--- src/rtl/chain_pkg.sv ---
package chain_pkg;
  typedef struct packed {
    logic load;   // capture the local word
    logic shift;  // advance one bit
    logic drive;  // output enabled
  } shiftCtrl_t;
endpackage

--- src/rtl/chain_ctrl.sv ---
module chain_ctrl
  import chain_pkg::*;
(
  input  logic       clk,
  input  logic       rstN,
  input  logic       csN,
  input  logic       shiftStb,
  output shiftCtrl_t ctrl
);
  logic csPrev;
  logic activeQ;

  always_ff @(posedge clk) begin
    if (!rstN) begin
      csPrev  <= 1'b1;
      activeQ <= 1'b0;
    end else begin
      csPrev <= csN;
      if (csN)         activeQ <= 1'b0;
      else if (csPrev) activeQ <= 1'b1;
    end
  end

  always_comb begin
    ctrl.load  = !csN && csPrev;
    ctrl.shift = !csN && !csPrev && activeQ && shiftStb;
    ctrl.drive = !csN && activeQ;
  end
endmodule

--- src/rtl/chain_shift.sv ---
module chain_shift
  import chain_pkg::*;
#(
  parameter int DATA_W = 16,
  parameter int TAG_W  = 8
) (
  input  logic              clk,
  input  logic              rstN,
  input  shiftCtrl_t        ctrl,
  input  logic              tagEn,
  input  logic              chainEn,
  input  logic              chainIn,
  input  logic [DATA_W-1:0] localData,
  input  logic              localTag,
  output logic              serialOut
);
  localparam int REG_W = DATA_W + TAG_W;

  logic [REG_W-1:0] shReg;
  logic [REG_W-1:0] loadWord;
  logic [REG_W-1:0] shiftWord;
  logic             feedBit;

  generate
    if (TAG_W > 1) begin : g_padTag
      assign loadWord = tagEn ? {localData, localTag, {(TAG_W-1){1'b0}}}
                              : {localData, {TAG_W{1'b0}}};
    end else begin : g_bareTag
      assign loadWord = tagEn ? {localData, localTag}
                              : {localData, {TAG_W{1'b0}}};
    end
  endgenerate

  assign feedBit = chainEn ? chainIn : shReg[REG_W-1];

  always_comb begin
    shiftWord = {shReg[REG_W-2:0], 1'b0};
    if (tagEn) begin
      shiftWord[0] = feedBit;
    end else begin
      shiftWord[TAG_W-1:0] = '0;
      shiftWord[TAG_W]     = feedBit;
    end
  end

  always_ff @(posedge clk) begin
    if (!rstN)           shReg <= '0;
    else if (ctrl.load)  shReg <= loadWord;
    else if (ctrl.shift) shReg <= shiftWord;
  end

  assign serialOut = ctrl.drive & shReg[REG_W-1];
endmodule

--- src/rtl/chain_out.sv ---
module chain_out
  import chain_pkg::*;
#(
  parameter int DATA_W = 16,
  parameter int TAG_W  = 8
) (
  input  logic              clk,
  input  logic              rstN,
  input  logic              csN,
  input  logic              shiftStb,
  input  logic              chainEn,
  input  logic              tagEn,
  input  logic              chainIn,
  input  logic [DATA_W-1:0] localData,
  input  logic              localTag,
  output logic              serialOut
);
  shiftCtrl_t ctrl;

  chain_ctrl u_ctrl (
    .clk      (clk),
    .rstN     (rstN),
    .csN      (csN),
    .shiftStb (shiftStb),
    .ctrl     (ctrl)
  );

  chain_shift #(.DATA_W(DATA_W), .TAG_W(TAG_W)) u_shift (
    .clk       (clk),
    .rstN      (rstN),
    .ctrl      (ctrl),
    .tagEn     (tagEn),
    .chainEn   (chainEn),
    .chainIn   (chainIn),
    .localData (localData),
    .localTag  (localTag),
    .serialOut (serialOut)
  );
endmodule

--- config.mk ---
export PLATFORM = sky130hd
export DESIGN_NAME = chain_out
export DESIGN_NICKNAME = d
export VERILOG_FILES = /design/src/rtl/chain_pkg.sv /design/src/rtl/chain_ctrl.sv /design/src/rtl/chain_shift.sv /design/src/rtl/chain_out.sv
export SDC_FILE = /design/constraint.sdc
export NUM_CORES = 1
export LEC_CHECK = 0
export ABC_AREA = 1
export BUFFER_PORTS_ARGS = -buffer_cell sky130_fd_sc_hd__buf_2
export CORE_MARGIN = 3
export CORE_UTILIZATION = 45
export CTS_BUF_LIST = sky130_fd_sc_hd__clkbuf_8
export DETAILED_ROUTE_END_ITERATION = 6
export MAX_ROUTING_LAYER = met4
export PLACE_DENSITY = 0.72
export SLEW_MARGIN = 0
export SYNTH_ARGS = -nofsm -noshare
export SYNTH_HDL_FRONTEND = slang
export SYNTH_SLANG_ARGS = --single-unit
--- constraint.sdc ---
create_clock -name clk -period 3.15 [get_ports clk]
set_clock_uncertainty 0.2 [all_clocks]
set_input_delay 0.315 -clock clk [delete_from_list [all_inputs] [get_ports clk]]
set_output_delay 0.315 -clock clk [all_outputs]
set_load 0.05 [all_outputs]
==> out/qor.csv <==
metric;value;unit
Hold Crit Class;in2reg;
final number of hold-violating endpoints;0;
total CTS buffers;3;
area added between synthesis and finish;9.868;%
Yosys warning count;0;
post-synthesis sequential area ratio;39.10;%
slew of the pin with the lowest slew margin;977.7;ps
Num Clock Sinks;26;
post_cts resized;0;
largest net degree at the start of global routing;24;
post-synthesis instance area;1331;µm²
met3 wire len;128;µm
status;finished, final reports clean;
syn_nets;204;
HPWL Detailed;1596;µm
Post-Syn Instances;180;
hold-fix buffers at CTS;0;
initial drt markers;26;
Longest Clk Path Bufs;2;
area of the multi-input gates;689.4;µm²
CTS Root Buffer Type;clkbuf_8;
Distinct cells, synth;24;
H-tree depth;1;
first-pass GRT wire length;4084;µm
top sig layer;met4;
Core ar.;2781;µm²
fin. max-slew vios;0;
met2 routed WL;1014;µm
Final Non-Filler Cells;231;
drt drc;0;
asr flop ratio synth;0;%
WS Path Type;reg2out;
Worst Path Arrival;1060;ps
setup TNS;0;ps
CP required;2630;ps
Leak;0.6310;nW
vias per cell;4.766;
io pins;25;
max frequency;633.3;MHz
total number of vias;1101;
Worst setup SP type;flip-flop;
vias in the first global route;957;
postcts setup bufs;0;
CTS tree;done;
register area;520.5;µm²
nets;225;
synthesized flop and latch total;26;
Max Cap Viol;0;
total routed wirelength;2427;µm
routed len/inst;10.51;µm
diodes inserted;0;
row cnt;19;
input/output buffers;24;
Detailed Routing Iterations Pass 1;4;
R2R depth;5;
Final ANT Viol Nets;0;
RSZ-0062 raised after global routing;no;
ys flop type;dfxtp_1;
post-route minimum period;1579;ps
Post-Route M1 WL;1235;µm
Starting Density;47.86;%
share of post-route cells with drive strength above 1;31.00;%
Die Ht;60.39;µm
grt ovf;0;
initial antenna violation count;0;
Syn Area/Cell;7.396;µm²
worst vdd ir;379.2;µV
count of final setup violators;0;
CTS clk-pin slew, worst paths;90;ps
dpl cells;227;
fillers;285;
die width;60.39;µm
Hold Crit Depth;2;
total track usage;15.66;%
endpoint class of the critical path;primary output;
Worst Path Max Fanout;3;
relative slew slack;34.75;%
total power;652.0;µW
period utilization;50.13;%
P per Cell Area;445.8;nW/µm²
full die area;3647;µm²
Post-synth EDFFs;0;
GP Congestion;0.7124;
Worst-Skew Late Latency;270;ps
[cell usage in the layout (no fill, tap or decap)]
cell type  synthesis  final
nand2_1           80     80
dfxtp_1           26     26
buf_2              1     24
a21oi_2           15     15
nand2_2           10     10
a21oi_1            9      9
nand3_1            8      8
nor2_1             7      7
inv_1              6      6
clkbuf_8           0      4
inv_2              2      2
nand3_4            1      1
nand2_4            1      1
nand4_1            1      1
nand2_8            1      1
inv_6              1      1
nor2_2             1      1
nor2_4             1      1
or2_2              1      1
o21ai_0            1      1
[synthesized netlist by cell type (2+ instances only)]
cell type	count	area share, %
a21oi_1	9	3.4
a21oi_2	15	9.9
buf_12	2	3.0
buf_6	2	1.7
dfxtp_1	26	39
inv_1	6	1.7
inv_2	2	0.56
nand2_1	80	23
nand2_2	10	4.7
nand3_1	8	3.0
nor2_1	7	2.0
[cell families (layout without fill, tap and decap cells)]
logic type	count (synthesis)	in the layout	share of synthesized area, %
compound gates	25	25	13.63
flops	26	26	39.10
buf+inv	17	37	9.116
simple gates	112	112	38.16
[path summary, 6_finish.rpt]
path / startpoint / end / slack, ps
setup reg to reg: u_ctrl.csPrev$_SDFF_PN1_ / u_shift.shReg[19]$_SDFFE_PN0P_ / 1670
hold / removal: rstN / u_ctrl.csPrev$_SDFF_PN1_ / 50
setup / recovery: u_ctrl.activeQ$_SDFFE_PP0P_ / serialOut / 1570
hold reg to reg: u_shift.shReg[20]$_SDFFE_PN0P_ / u_shift.shReg[20]$_SDFFE_PN0P_ / 270
[metrics by stage]
step                      hold WS [ps]  utilization, %  setup WS (ps)  instance area (µm²)
after floorplan                  204.2               -           1524                 1331
after detailed placement         261.3           50.61           1540                 1408
after CTS                        48.79           52.59           1558                 1463
after global placement           255.5           50.61           1572                 1408
final                            47.86           52.59           1571                 1463
after global routing             55.71           52.59           1513                 1463
[registers in the layout, indices dropped and copies added (netlist names)]
register        cells
u_ctrl.activeQ      1
u_shift.shReg      24
u_ctrl.csPrev       1
[final cells by class]
| class | count | area share [%] |
|---|---|---|
| multi-input combinational | 137 | 47.13 |
| sequential | 26 | 35.59 |
| timing repair buffer | 24 | 8.212 |
| clock buffer | 4 | 3.764 |
| inverter | 9 | 2.652 |
| tap | 31 | 2.652 |
[report_power, final]
group | internal, mW | leakage [nW] | switching, mW
Sequential | 0.340 | 0.212 | 0.00739
Clock | 0.112 | 0.0288 | 0.103
Combinational | 0.0328 | 0.391 | 0.0566
[routing by layer]
metal | GRT usage, % | up-vias
li1 | - | 606
met1 | 20.58 | 472
met2 | 21.45 | 19
met3 | 4.681 | 4
met4 | 8.228 | 0
met5 | - | -
[worst max-delay path, stage by stage (launching register included)]
cell and delay [ps]:
dfxtp_1 390, nand2_1 70, nor2_1 70, buf_2 260
Power figures use the tool's default switching activity.
